### src/rtl/adc_wdog_pkg.sv
package adc_wdog_pkg;
  localparam int DATA_W = 32;
  localparam int UP_LSB = 16;

  typedef struct packed {
    logic lo;
    logic hi;
  } viol_t;
endpackage

### src/rtl/adc_wdog_cmp.sv
module adc_wdog_cmp
  import adc_wdog_pkg::*;
#(
  parameter int RES_W = 10,
  parameter int CH_W  = 7
) (
  input  logic             valid_i,
  input  logic [CH_W-1:0]  ch_i,
  input  logic [RES_W-1:0] data_i,
  input  logic [CH_W-1:0]  sel_i,
  input  logic [RES_W-1:0] lo_lim_i,
  input  logic [RES_W-1:0] up_lim_i,
  output viol_t            hit_o
);
  logic match, inverted, below_lo, above_lo, above_up;

  always_comb begin
    match    = valid_i && (ch_i == sel_i);
    inverted = up_lim_i < lo_lim_i;
    below_lo = data_i < lo_lim_i;
    above_lo = data_i > lo_lim_i;
    above_up = data_i > up_lim_i;
    hit_o.lo = match && below_lo;
    // inverted limits: lower limit splits low/high
    hit_o.hi = match && (inverted ? above_lo : above_up);
  end
endmodule

### src/rtl/adc_wdog_regs.sv
module adc_wdog_regs
  import adc_wdog_pkg::*;
#(
  parameter int N_SETS = 4,
  parameter int RES_W  = 10,
  parameter int CH_W   = 7,
  parameter int AW     = 4
) (
  input  logic                         clk_i,
  input  logic                         rst_ni,
  input  logic                         wr_i,
  input  logic [AW-1:0]                addr_i,
  input  logic [DATA_W-1:0]            wdata_i,
  input  logic [2*N_SETS-1:0]          flags_i,
  output logic [DATA_W-1:0]            rdata_o,
  output logic [N_SETS-1:0][RES_W-1:0] lo_o,
  output logic [N_SETS-1:0][RES_W-1:0] up_o,
  output logic [N_SETS-1:0][CH_W-1:0]  sel_o,
  output logic [2*N_SETS-1:0]          mask_o,
  output logic [2*N_SETS-1:0]          clr_o
);
  localparam int NF        = 2 * N_SETS;
  localparam int FLAG_ADDR = NF;
  localparam int MASK_ADDR = NF + 1;

  logic flag_wr, mask_wr;
  assign flag_wr = wr_i && (addr_i == AW'(FLAG_ADDR));
  assign mask_wr = wr_i && (addr_i == AW'(MASK_ADDR));

  for (genvar s = 0; s < N_SETS; s++) begin : g_set
    logic lim_wr, sel_wr;
    assign lim_wr = wr_i && (addr_i == AW'(2 * s));
    assign sel_wr = wr_i && (addr_i == AW'(2 * s + 1));

    always_ff @(posedge clk_i or negedge rst_ni) begin
      if (!rst_ni) begin
        lo_o[s] <= '0;
        up_o[s] <= '1;
      end else if (lim_wr) begin
        lo_o[s] <= wdata_i[RES_W-1:0];
        up_o[s] <= wdata_i[UP_LSB+:RES_W];
      end
    end

    always_ff @(posedge clk_i or negedge rst_ni) begin
      if (!rst_ni) sel_o[s] <= '0;
      else if (sel_wr) sel_o[s] <= wdata_i[CH_W-1:0];
    end
  end

  always_ff @(posedge clk_i or negedge rst_ni) begin
    if (!rst_ni) mask_o <= '0;
    else if (mask_wr) mask_o <= wdata_i[NF-1:0];
  end

  assign clr_o = flag_wr ? wdata_i[NF-1:0] : '0;

  always_comb begin
    rdata_o = '0;
    for (int s = 0; s < N_SETS; s++) begin
      if (addr_i == AW'(2 * s)) begin
        rdata_o[RES_W-1:0]      = lo_o[s];
        rdata_o[UP_LSB+:RES_W]  = up_o[s];
      end
      if (addr_i == AW'(2 * s + 1)) rdata_o[CH_W-1:0] = sel_o[s];
    end
    if (addr_i == AW'(FLAG_ADDR)) rdata_o[NF-1:0] = flags_i;
    if (addr_i == AW'(MASK_ADDR)) rdata_o[NF-1:0] = mask_o;
  end
endmodule

### src/rtl/adc_wdog_flags.sv
module adc_wdog_flags
  import adc_wdog_pkg::*;
#(
  parameter int N_SETS = 4
) (
  input  logic                clk_i,
  input  logic                rst_ni,
  input  viol_t [N_SETS-1:0]  hit_i,
  input  logic [2*N_SETS-1:0] clr_i,
  output logic [2*N_SETS-1:0] flags_o
);
  logic [2*N_SETS-1:0] set_vec;

  always_comb begin
    for (int s = 0; s < N_SETS; s++) begin
      set_vec[2*s]     = hit_i[s].lo;
      set_vec[2*s + 1] = hit_i[s].hi;
    end
  end

  // new events win over a same-cycle clear
  always_ff @(posedge clk_i or negedge rst_ni) begin
    if (!rst_ni) flags_o <= '0;
    else flags_o <= (flags_o & ~clr_i) | set_vec;
  end
endmodule

### src/rtl/adc_wdog_top.sv
module adc_wdog_top
  import adc_wdog_pkg::*;
#(
  parameter int N_SETS = 4,
  parameter int RES_W  = 10,
  parameter int CH_W   = 7
) (
  input  logic                              clk_i,
  input  logic                              rst_ni,
  input  logic                              conv_valid_i,
  input  logic [CH_W-1:0]                   conv_ch_i,
  input  logic [RES_W-1:0]                  conv_data_i,
  input  logic                              reg_wr_i,
  input  logic [$clog2(2*N_SETS+2)-1:0]     reg_addr_i,
  input  logic [31:0]                       reg_wdata_i,
  output logic [31:0]                       reg_rdata_o,
  output logic [2*N_SETS-1:0]               flags_o,
  output logic                              irq_o
);
  localparam int AW = $clog2(2 * N_SETS + 2);

  logic [N_SETS-1:0][RES_W-1:0] lo_lim, up_lim;
  logic [N_SETS-1:0][CH_W-1:0]  ch_sel;
  logic [2*N_SETS-1:0]          mask_q, clr_vec, flags_q;
  viol_t [N_SETS-1:0]           hit;

  adc_wdog_regs #(
    .N_SETS(N_SETS), .RES_W(RES_W), .CH_W(CH_W), .AW(AW)
  ) u_regs (
    .clk_i   (clk_i),
    .rst_ni  (rst_ni),
    .wr_i    (reg_wr_i),
    .addr_i  (reg_addr_i),
    .wdata_i (reg_wdata_i),
    .flags_i (flags_q),
    .rdata_o (reg_rdata_o),
    .lo_o    (lo_lim),
    .up_o    (up_lim),
    .sel_o   (ch_sel),
    .mask_o  (mask_q),
    .clr_o   (clr_vec)
  );

  for (genvar s = 0; s < N_SETS; s++) begin : g_cmp
    adc_wdog_cmp #(.RES_W(RES_W), .CH_W(CH_W)) u_cmp (
      .valid_i  (conv_valid_i),
      .ch_i     (conv_ch_i),
      .data_i   (conv_data_i),
      .sel_i    (ch_sel[s]),
      .lo_lim_i (lo_lim[s]),
      .up_lim_i (up_lim[s]),
      .hit_o    (hit[s])
    );
  end

  adc_wdog_flags #(.N_SETS(N_SETS)) u_flags (
    .clk_i   (clk_i),
    .rst_ni  (rst_ni),
    .hit_i   (hit),
    .clr_i   (clr_vec),
    .flags_o (flags_q)
  );

  assign flags_o = flags_q;
  assign irq_o   = |(flags_q & mask_q);
endmodule

### config.mk
export PLATFORM = sky130hd
export DESIGN_NAME = adc_wdog_top
export DESIGN_NICKNAME = d
export VERILOG_FILES = /design/src/rtl/adc_wdog_pkg.sv /design/src/rtl/adc_wdog_cmp.sv /design/src/rtl/adc_wdog_regs.sv /design/src/rtl/adc_wdog_flags.sv /design/src/rtl/adc_wdog_top.sv
export SDC_FILE = /design/constraint.sdc
export NUM_CORES = 1
export LEC_CHECK = 0
export ABC_AREA = 1
export BUFFER_PORTS_ARGS = -buffer_cell sky130_fd_sc_hd__buf_4
export CAP_MARGIN = 20
export CORE_UTILIZATION = 25
export CTS_BUF_LIST = sky130_fd_sc_hd__clkbuf_2
export CTS_CLUSTER_SIZE = 30
export DETAILED_ROUTE_END_ITERATION = 7
export GPL_TIMING_DRIVEN = 0
export PLACE_DENSITY = 0.5
export SYNTH_ARGS = -nofsm -noshare
export SYNTH_HDL_FRONTEND = slang
export SYNTH_HIERARCHICAL = 1
export SYNTH_SLANG_ARGS = --single-unit
### constraint.sdc
create_clock -name clk_i -period 6.2 [get_ports clk_i]
set_input_delay 1.86 -clock clk_i [delete_from_list [all_inputs] [get_ports clk_i]]
set_output_delay 1.86 -clock clk_i [all_outputs]
set_load 0.005 [all_outputs]
[After elaboration in Yosys (flattened, before gate mapping)]
Cells that the tools add are included.
Word-level totals
  register bits after elaboration: 124
  output and inout bits: 41
Operators by class
  order comparisons: 16
  eq/ne operators: 13
  muxes and demuxes: 19
  bitwise gates (word level): 4
  reductions and logical operators: 24
Operators with widths (count)
  $gt A10 B10 Y1: 8
  $lt A10 B10 Y1: 8
  $mux W10: 8
  $eq A7 B7 Y1: 4
  $mux W7: 4
  $mux W8: 3
  $logic_and A1 B1 Y1: 22
  $and A8 B8 Y8: 2
  $eq A4 B3 Y1 const B: 4
  $eq A4 B2 Y1 const B: 2
  $eq A4 B4 Y1 const B: 2
  $not A8 Y8: 1
  $or A8 B8 Y8: 1
  $reduce_or A8 Y1: 1
  $eq A4 B1 Y1 const B: 1
  $logic_not A4 Y1: 1
  $mux W1: 4

[Depth between registers and ports, before layout]
Gate-level depths: netlist of run 1.
  depth after elaboration: 11
  mapped depth: 14
  depth with buffers taken out: 14

[Modules after synthesis]
The synthesis of run 1 kept the hierarchy.
Modules (own cells, without submodules)
  adc_wdog_regs: instances 1, cells an instance 642, area an instance 5552.8 µm², seq. area each 2952.8 µm²
  adc_wdog_cmp at g_cmp[0].u_cmp ...: instances 3, cells an instance 149, area an instance 889.6 µm², seq. area each 0.0 µm²
  adc_wdog_cmp at g_cmp[1].u_cmp: instances 1, cells an instance 152, area an instance 925.9 µm², seq. area each 0.0 µm²
  adc_wdog_flags: instances 1, cells an instance 40, area an instance 320.3 µm², seq. area each 200.2 µm²
  adc_wdog_top: instances 1, cells an instance 15, area an instance 56.3 µm², seq. area each 0.0 µm²

[Worst setup path after synthesis of run 1]
No wires, ideal clock.
  kind: input to output
  start: input port reg_addr_i[1]
  end: output port reg_rdata_o[16]
  arrival: 2.745 ns
  required time: 4.340 ns
  path slack: 1.595 ns
  stages: 7
  buffers on the path: 2
  cell sequence: buf_6 nor2_4 nand2_1 inv_2 clkbuf_1 nand2_1 nand4_1
On the way
  word-level cells in the longest chain between the ends: 5
  elaborated cells between the ends (all ways): 8
Ends and longest elaborated chain
  from (decl): line adc_wdog_top.sv:14  | input logic [$clog2(2*N_SETS+2)-1:0] reg_addr_i,
  $logic_not A4 Y1: line adc_wdog_regs.sv:61  | if (addr_i == AW'(2 * s)) begin
  $mux W10 (3 in a row): line adc_wdog_regs.sv:61
  $mux W10 *: line adc_wdog_regs.sv:61
  to (decl): line adc_wdog_top.sv:16  | output logic [31:0] reg_rdata_o,
Mark *: on every way between the ends. The rest lies on a longest branch, timed or not.

[Worst setup path after layout of run 1]
  start: input port reg_addr_i[3]
  end: output port reg_rdata_o[8]
The elaborated chain is that of the path after synthesis.

==> impl_metrics.tcl, run 1 <==
set metrics [dict create \
    hold_buffers 0 \
    via_per_inst 4.48 \
    drcViolationCount 0 \
    synth_fa_ha_area_share_pct 15.2 \
    antenna_found_initial 1 \
    wire_per_inst_microns 16.8 \
    hold_class "reg -> reg" \
    preCtsSetupSlack_ns 0.977 \
    maxSlewViolCount 0 \
    slowest_delay_ns 0.37 \
    grt_pass1_vias 8146 \
    die_y_microns 197 \
    synth_seq_cells 124 \
    synth.area.mux_share_pct 0 \
    worst_slew_pin_slew_ns 0.800 \
    dieArea_sq_mm 0.0389 \
    nNetsFinal 1570 \
    synth_area_sq_mm 0.00952 \
    cts_buffers 17 \
    fp.dieW_microns 197 \
    final_cell_mix "nand2_1, inv_1, ha_1" \
    cap_violations 0 \
    path_clk_slew_ns 0.18 \
    cts_buffer_depth 2 \
    max_freq_ghz 0.191 \
    timing.final.ws_setup_ns 0.976 \
    fin_util_pct 29.3 \
    synth_top_area_share_pct 22.1 \
    p_leak_nw 5.59 \
    ys.flop_type "dfrtp_1" \
    ys_seq_area_share_pct 33.1 \
    final.setup_skew_ns 0.0423 \
    power_density_mw_per_mm2 256 \
    final_layout_size_suffix_gt1_share_pct 18.2 \
    synth_xor_area_share_pct 1.10 \
    crit_arrival_ns 3.36 \
    avgSynthCellArea_sq_um 7.35 \
    io_pins 98 \
    synth_edf_count 0 \
    design.core.area_sq_mm 0.0376 \
    critPathLaunchType "input pin" \
    nFillCells 4166 \
    syn_to_final_growth_pct 15.5 \
    first_iter_violations 481 \
    post_cts_buffers 0 \
    synth_area_leader_cell "dfrtp_1" \
    h-tree-depth 4 \
    grt_overflow 0 \
    synth_top_family_by_area "simple AND/OR/NAND/NOR gates" \
    synthCells 1296 \
    hpwl_mm 25.0 \
    startpoint "reg_addr_i[3]" \
    worstPathRequired_ns 4.34 \
    finalInstanceArea_sq_mm 0.0110 \
    cpMaxStageDelayCell "clkbuf_1" \
    cts_resized 0 \
    synth_compound_area_share_pct 10.5 \
    post-route-min-period_ns 5.22 \
    crit_type "in -> out" \
    rrSetupSlack_ns 4.15 \
    worst_r2r_path_depth 12 \
    ys.warnings.count 6 \
    async_flop_share_pct 100 \
    hp-start "u_regs/up_o[19]$_DFFE_PN1P_" \
    grt_pass1_wl_mm 49.0 \
    ys_types 35 \
    endpoint "reg_rdata_o[8]" \
    firstDrtPassIters 5 \
    path_buf_inv 5 \
    io_buffers 70 \
    setup_viol 0 \
    worstPathCellList "buf_4, nor2_2, buf_6, nand2_1, inv_2, clkbuf_1, nand2_1, nand4_1, buf_4" \
    hold_viol 0 \
    drt_wl_total_mm 32.3 \
    final_antenna_net_count 0 \
    worstSetupEndpointType "output pin" \
    rsz0062_at_grt "no" \
    clock_latency_ns 0.75 \
    relSlewSlack_pct 46.3 \
    place.gp.congestion 0.873 \
    placed_area_sq_mm 0.0108 \
    cts_sinks 124 \
    crit_fanout 10 \
    track_usage_pct 17.0 \
    r2r-start "u_regs/up_o[15]$_DFFE_PN1P_" \
    synth_area_leaders "dfrtp_1, nand2_1, ha_1" \
    crit_cells 9 \
    grt_max_degree 84 \
    fin_crit_sh_pct 84.3 \
    critPathTopFamily "buffers and inverters" \
    clock-root-buffer "clkbuf_2" \
    rows 71 \
    vdd_drop_max_v 0.000133 \
    setup_tns_ns 0 \
    vias 8601 \
    yosys.area_share.simple_pct 28.4 \
    status "finished clean" \
    final_common_cell "nand2_1" \
    reg2reg_to "u_flags/flags_o[3]$_DFF_PN0_" \
    initial_core_util_pct 25.3 \
    tritoncts "built" \
]
## tightest hold or removal path, cell delays in order, from the launching register on
cell     delay, ns
dfstp_2       0.43
nand2_1       0.06
o21ai_1       0.05
## stage by stage
stage	std cells	power (mW)	hold slack, ns
after floorplan	1307	1.89	0.467
after global routing	1922	3.06	0.519
after global placement	1888	2.24	0.485
final	1922	2.81	0.514
after detailed placement	1889	2.28	0.488
after CTS	1921	2.83	0.511
## routing by layer
layer  wire length [microns]  global-route usage, %
met5                       0                      0
met1                   16300                   24.2
met2                   14400                   26.7
met4                     361                   3.65
met3                    1240                   2.73
## worst min-delay path by stage
stage | endpoint | cells after the start
6_report | u_regs/up_o[19]$_DFFE_PN1P_ | 2
5_1_grt | u_regs/up_o[19]$_DFFE_PN1P_ | 2
4_1_cts | u_regs/up_o[19]$_DFFE_PN1P_ | 2
3_5_place_dp | u_regs/up_o[19]$_DFFE_PN1P_ | 2
3_3_place_gp | u_regs/up_o[19]$_DFFE_PN1P_ | 2
2_1_floorplan | u_regs/up_o[11]$_DFFE_PN1P_ | 2
## cells in the mapped netlist, types with 2 or more instances
cell and instances:
nand2_1 407, inv_1 198, ha_1 116, nor2_1 85
dfrtp_1 84, o21ai_1 55, nand3_1 52, o21ai_0 46
dfstp_2 40, nand4_1 33, a21oi_1 31, o21ai_2 23
buf_4 15, buf_6 13, buf_2 12, xnor2_1 12
nand2_2 11, nor2_2 9, nor2_4 8, o21bai_1 7
a21o_1 5, nand2_4 5, inv_2 4, nor3_1 4
o22ai_1 4, a21o_2 3, clkinv_2 3, nand3_2 3
clkbuf_1 2
## sequential cells by signal, indices dropped and copies added, names as in the netlist
register         cells
u_regs/lo_o         40
u_regs/sel_o        28
u_flags/flags_o      8
u_regs/mask_o        8
u_regs/up_o         40
## logic make-up after synthesis
kind of cell / after synthesis
compound gates: 174
xor+xnor: 12
fa+ha+maj: 116
buf+inv: 248
flops: 124
other cells: 1
simple gates: 621
## where the power goes
part           internal (mW)  switching, mW
combinational          0.431          0.607
clock                  0.191          0.349
sequential              1.02          0.217
## layout make-up
class | instances | area (sq um) | share of cell area [%]
timing repair buffer | 71 | 557 | 5.06
tap | 511 | 639 | 5.81
inverter | 205 | 773 | 7.03
clock inverter | 13 | 144 | 1.31
sequential | 124 | 3150 | 28.7
antenna | 1 | 2.50 | 0.0227
multi-input combinational | 935 | 5310 | 48.2
buffer | 43 | 332 | 3.01
clock buffer | 19 | 95.1 | 0.864
(Power assumes the default switching activity.)
==> run 2, diff against run 1 <==
--- a/config.mk
+++ b/config.mk
@@ -13,7 +13,7 @@
 export CTS_CLUSTER_SIZE = 30
 export DETAILED_ROUTE_END_ITERATION = 7
 export GPL_TIMING_DRIVEN = 0
-export PLACE_DENSITY = 0.5
+export PLACE_DENSITY = 0.52
 export SYNTH_ARGS = -nofsm -noshare
 export SYNTH_HDL_FRONTEND = slang
 export SYNTH_HIERARCHICAL = 1
==> constraint.sdc (replaced) <==
create_clock -name clk_i -period 4.4 [get_ports clk_i]
set_input_delay 1.32 -clock clk_i [delete_from_list [all_inputs] [get_ports clk_i]]
set_output_delay 1.32 -clock clk_i [all_outputs]
set_load 0.005 [all_outputs]
==> impl_metrics.tcl, run 2 (same netlist as run 1, synthesis figures left out) <==
set metrics [dict create \
    clock_latency_ns 0.74 \
    power_mw 4.00 \
    grt_overflow 0 \
    cts_buffer_depth 2 \
    clock-root-buffer "clkbuf_2" \
    fin_crit_sh_pct 92.6 \
    grt_use_met1_pct 24.2 \
    final_antenna_net_count 0 \
    cts_buffers 17 \
    final.setup_skew_ns 0.0510 \
    io_buffers 70 \
    p_leak_nw 5.59 \
    hold_buffers 0 \
    first_iter_violations 564 \
    design.core.area_sq_mm 0.0376 \
    drcViolationCount 0 \
    grt.busiest_layer "met2" \
    via_per_inst 4.51 \
    crit_arrival_ns 2.76 \
    final_common_cell "nand2_1" \
    worst_slew_pin_slew_ns 0.704 \
    grt_max_degree 74 \
    path_buf_inv 5 \
    relSlewSlack_pct 52.7 \
    slowest_delay_ns 0.35 \
    maxSlewViolCount 0 \
    dieArea_sq_mm 0.0389 \
    vias 8672 \
    hold_class "in -> async" \
    hold_viol 0 \
    cts_sinks 124 \
    h-tree-depth 4 \
    diodes 0 \
    power_density_mw_per_mm2 363 \
    place.gp.congestion 0.884 \
    antenna_found_initial 0 \
    timing.final.ws_setup_ns 0.324 \
    worstSetupEndpointType "output pin" \
    max_freq_ghz 0.245 \
    final_cell_mix "nand2_1, inv_1, ha_1" \
    wire_per_inst_microns 16.7 \
    path_clk_slew_ns 0.26 \
    initial_core_util_pct 25.3 \
    cap_violations 0 \
    crit_fanout 10 \
    drt_wl_total_mm 32.1 \
    post_cts_buffers 0 \
    cpMaxStageDelayCell "clkbuf_1" \
    grt.met3_usage_pct 2.48 \
    vdd_drop_max_v 0.000147 \
    setup_viol 0 \
    status "finished clean" \
    tritoncts "built" \
    hpwl_mm 24.9 \
    rsz0062_at_grt "no" \
    worstPathRequired_ns 3.08 \
    fp.dieW_microns 197 \
    top_regs "u_regs/lo_o (40), u_regs/up_o (40), u_regs/sel_o (28)" \
    critPathTopFamily "buffers and inverters" \
    rrSetupSlack_ns 2.32 \
    post-route-min-period_ns 4.08 \
    firstDrtPassIters 5 \
    io_pins 98 \
    syn_to_final_growth_pct 15.6 \
    rows 71 \
    nNetsFinal 1570 \
    grtUsageMet2_pct 26.9 \
    die_y_microns 197 \
    grt_pass1_wl_mm 49.5 \
    preCtsSetupSlack_ns 0.312 \
    critPathLaunchType "input pin" \
    setup_tns_ns 0 \
    worstPathCellList "buf_4, nor2_2, buf_6, nand2_1, inv_2, clkbuf_1, nand2_1, nand4_1, buf_4" \
    final_layout_size_suffix_gt1_share_pct 18.2 \
    grt_pass1_vias 8399 \
    track_usage_pct 17.0 \
    crit_type "in -> out" \
    cts_resized 0 \
]
==> run 2: where the power goes <==
part	leakage, nW	switching, mW	internal [mW]
Clock	0.141	0.527	0.271
Sequential	1.49	0.302	1.43
Combinational	3.96	0.857	0.608
==> run 2: final timing paths <==
path                                             start                           end  depth (start not counted)
max reg2reg                u_regs/up_o[15]$_DFFE_PN1P_  u_flags/flags_o[3]$_DFF_PN0_                         12
max in group asynchronous                       rst_ni   u_regs/up_o[28]$_DFFE_PN1P_                          2
min in group clk_i         u_regs/up_o[19]$_DFFE_PN1P_   u_regs/up_o[19]$_DFFE_PN1P_                          2
min                                             rst_ni  u_regs/mask_o[3]$_DFFE_PN0P_                          1
min reg2reg                u_regs/up_o[19]$_DFFE_PN1P_   u_regs/up_o[19]$_DFFE_PN1P_                          2
max                                      reg_addr_i[3]                reg_rdata_o[8]                          9
==> run 2: metal layers <==
layer / share of wire (%) / wire (microns)
met1: 48 / 15500
met2: 45 / 14300
met3: 5.2 / 1680
met4: 1.8 / 581
met5: 0 / 0
==> run 2: area by class of cell <==
type                       instances  area (sq um)
tap                              511           639
clock inverter                    15           166
inverter                         205           773
fill                            4065         26600
timing repair buffer              71           557
multi-input combinational        935          5310
clock buffer                      17          85.1
buffer                            43           332
sequential                       124          3150
==> run 2: through the flow <==
stage / hold slack (ns) / utilization (%) / area (sq um) / cells
5_1_grt: 0.472 / 29.3 / 11000 / 1921
2_1_floorplan: 0.467 / - / 9570 / 1307
3_3_place_gp: 0.484 / 28.6 / 10700 / 1888
6_report: 0.518 / 29.3 / 11000 / 1921
4_1_cts: 0.465 / 29.3 / 11000 / 1921
3_5_place_dp: 0.487 / 28.6 / 10800 / 1889
==> run 3, diff against run 2 <==
--- a/config.mk
+++ b/config.mk
@@ -8,12 +8,12 @@
 export ABC_AREA = 1
 export BUFFER_PORTS_ARGS = -buffer_cell sky130_fd_sc_hd__buf_4
 export CAP_MARGIN = 20
-export CORE_UTILIZATION = 25
+export CORE_UTILIZATION = 35
 export CTS_BUF_LIST = sky130_fd_sc_hd__clkbuf_2
 export CTS_CLUSTER_SIZE = 30
 export DETAILED_ROUTE_END_ITERATION = 7
 export GPL_TIMING_DRIVEN = 0
-export PLACE_DENSITY = 0.52
+export PLACE_DENSITY = 0.64
 export SYNTH_ARGS = -nofsm -noshare
 export SYNTH_HDL_FRONTEND = slang
 export SYNTH_HIERARCHICAL = 1
==> impl_metrics.tcl, run 3 (same netlist as run 1, synthesis figures left out) <==
set metrics [dict create \
    crit_type "in -> out" \
    worst_slew_pin_slew_ns 0.665 \
    dieArea_sq_mm 0.0279 \
    rrSetupSlack_ns 2.45 \
    rows 60 \
    grt_pass1_wl_mm 45.7 \
    power_mw 3.91 \
    critPathLaunchType "input pin" \
    diodes 0 \
    final_layout_size_suffix_gt1_share_pct 18.2 \
    cts_buffer_depth 2 \
    r2r-start "u_regs/up_o[18]$_DFFE_PN1P_" \
    multi_input_comb_area_sq_mm 0.00531 \
    final.setup_skew_ns 0.0347 \
    setup_viol 0 \
    first_iter_violations 774 \
    worstSetupEndpointType "output pin" \
    p_leak_nw 5.59 \
    rsz0062_at_grt "no" \
    layout.cells.non_filler 1751 \
    p_sw_mw 1.60 \
    crit_arrival_ns 2.80 \
    hpwl_mm 22.5 \
    pwr-share-seq_pct 44.4 \
    final_common_cell "nand2_1" \
    final_antenna_net_count 0 \
    grt_pass1_vias 8123 \
    clock_latency_ns 0.72 \
    grt_max_degree 93 \
    final_cell_mix "nand2_1, inv_1, ha_1" \
    track_usage_pct 21.5 \
    hold_buffers 0 \
    nFillCells 2742 \
    power_switching_share_pct 41.0 \
    initial_core_util_pct 35.5 \
    fin_util_pct 40.2 \
    worst_r2r_path_depth 12 \
    intPower_mw 2.30 \
    placed_cells 1719 \
    nNetsFinal 1570 \
    clock-root-buffer "clkbuf_2" \
    io_buffers 70 \
    cap_violations 0 \
    vdd_drop_max_v 0.000160 \
    max_freq_ghz 0.243 \
    design.core.area_sq_mm 0.0268 \
    setup_tns_ns 0 \
    path_clk_slew_ns 0.22 \
    syn_to_final_growth_pct 13.2 \
    cts_sinks 124 \
    status "finished clean" \
    post_cts_buffers 0 \
    p_comb_share_pct 36.8 \
    cts_buffers 17 \
    worstPathRequired_ns 3.08 \
    top_regs "u_regs/lo_o (40), u_regs/up_o (40), u_regs/sel_o (28)" \
    register_area_sq_mm 0.00315 \
    reg2reg_to "u_flags/flags_o[3]$_DFF_PN0_" \
    grt_overflow 0 \
    die_y_microns 167 \
    clock_power_share_pct 18.8 \
    via_per_inst 4.93 \
    fp.dieW_microns 167 \
    post-route-min-period_ns 4.12 \
    hold_viol 0 \
    drt_wl_total_mm 28.9 \
    firstDrtPassIters 5 \
    hold-worst-slack_ns 0.443 \
    maxSlewViolCount 0 \
    antenna_found_initial 0 \
    power_density_mw_per_mm2 362 \
    relSlewSlack_pct 55.4 \
    place.gp.congestion 0.878 \
    cts_resized 0 \
    drcViolationCount 0 \
    h-tree-depth 4 \
    fin_crit_sh_pct 93.5 \
    wire_per_inst_microns 16.5 \
    crit_fanout 10 \
    tritoncts "built" \
    io_pins 98 \
    vias 8628 \
    hold_class "in -> async" \
]
run 3: changes by cell type in the layout (fill, tap and decap cells not counted), sizes merged:
cell / before / now
clkinv: 8 / 10
clkinvlp: 4 / 3
inv: 206 / 204
clkbuf: 20 / 21
run 3: worst max-delay path by stage:
stage / start / end
floorplan: reg_addr_i[1] / reg_rdata_o[16]
global placement: reg_addr_i[3] / reg_rdata_o[8]
detailed placement: reg_addr_i[3] / reg_rdata_o[8]
CTS: reg_addr_i[3] / reg_rdata_o[8]
global route: reg_addr_i[3] / reg_rdata_o[8]
finish: reg_addr_i[3] / reg_rdata_o[8]
run 3: worst max-delay path, cell delays in order:
cell	delay, ns
buf_4	0.13
nor2_2	0.13
buf_6	0.16
nand2_1	0.07
inv_2	0.12
clkbuf_1	0.40
nand2_1	0.11
nand4_1	0.19
buf_4	0.15
run 3: layout make-up:
cell class | count | share of cell area (%)
Buffer | 43 | 3.07
Clock buffer | 18 | 0.835
Clock inverter | 14 | 1.35
Inverter | 205 | 7.17
Multi-Input combinational cell | 935 | 49.2
Sequential cell | 124 | 29.2
Tap cell | 341 | 3.96
Timing Repair Buffer | 71 | 5.16
run 3: routing by layer:
layer | wire length [microns] | vias up | GRT usage, %
met5 | 0 | - | 0
met4 | 516 | 0 | 5.48
met3 | 1860 | 38 | 3.42
met2 | 13100 | 300 | 34.5
met1 | 13500 | 3991 | 30.1
li1 | - | 4299 | -
run 3: power by group through the flow:
stage | clock network, mW | registers (mW) | logic, mW
after floorplan | 0 | 1.62 | 1.04
after global placement | 0 | 1.74 | 1.37
after detailed placement | 0 | 1.75 | 1.43
after CTS | 0.756 | 1.73 | 1.44
after global routing | 0.811 | 1.77 | 1.68
final | 0.734 | 1.73 | 1.44
run 3: per-stage QoR:
stage | setup WS [ns] | cell area, sq um
floorplan | 0.875 | 9570
CTS | 0.337 | 10800
detailed placement | 0.336 | 10500
global placement | 0.341 | 10500
global route | 0.155 | 10800
finish | 0.284 | 10800
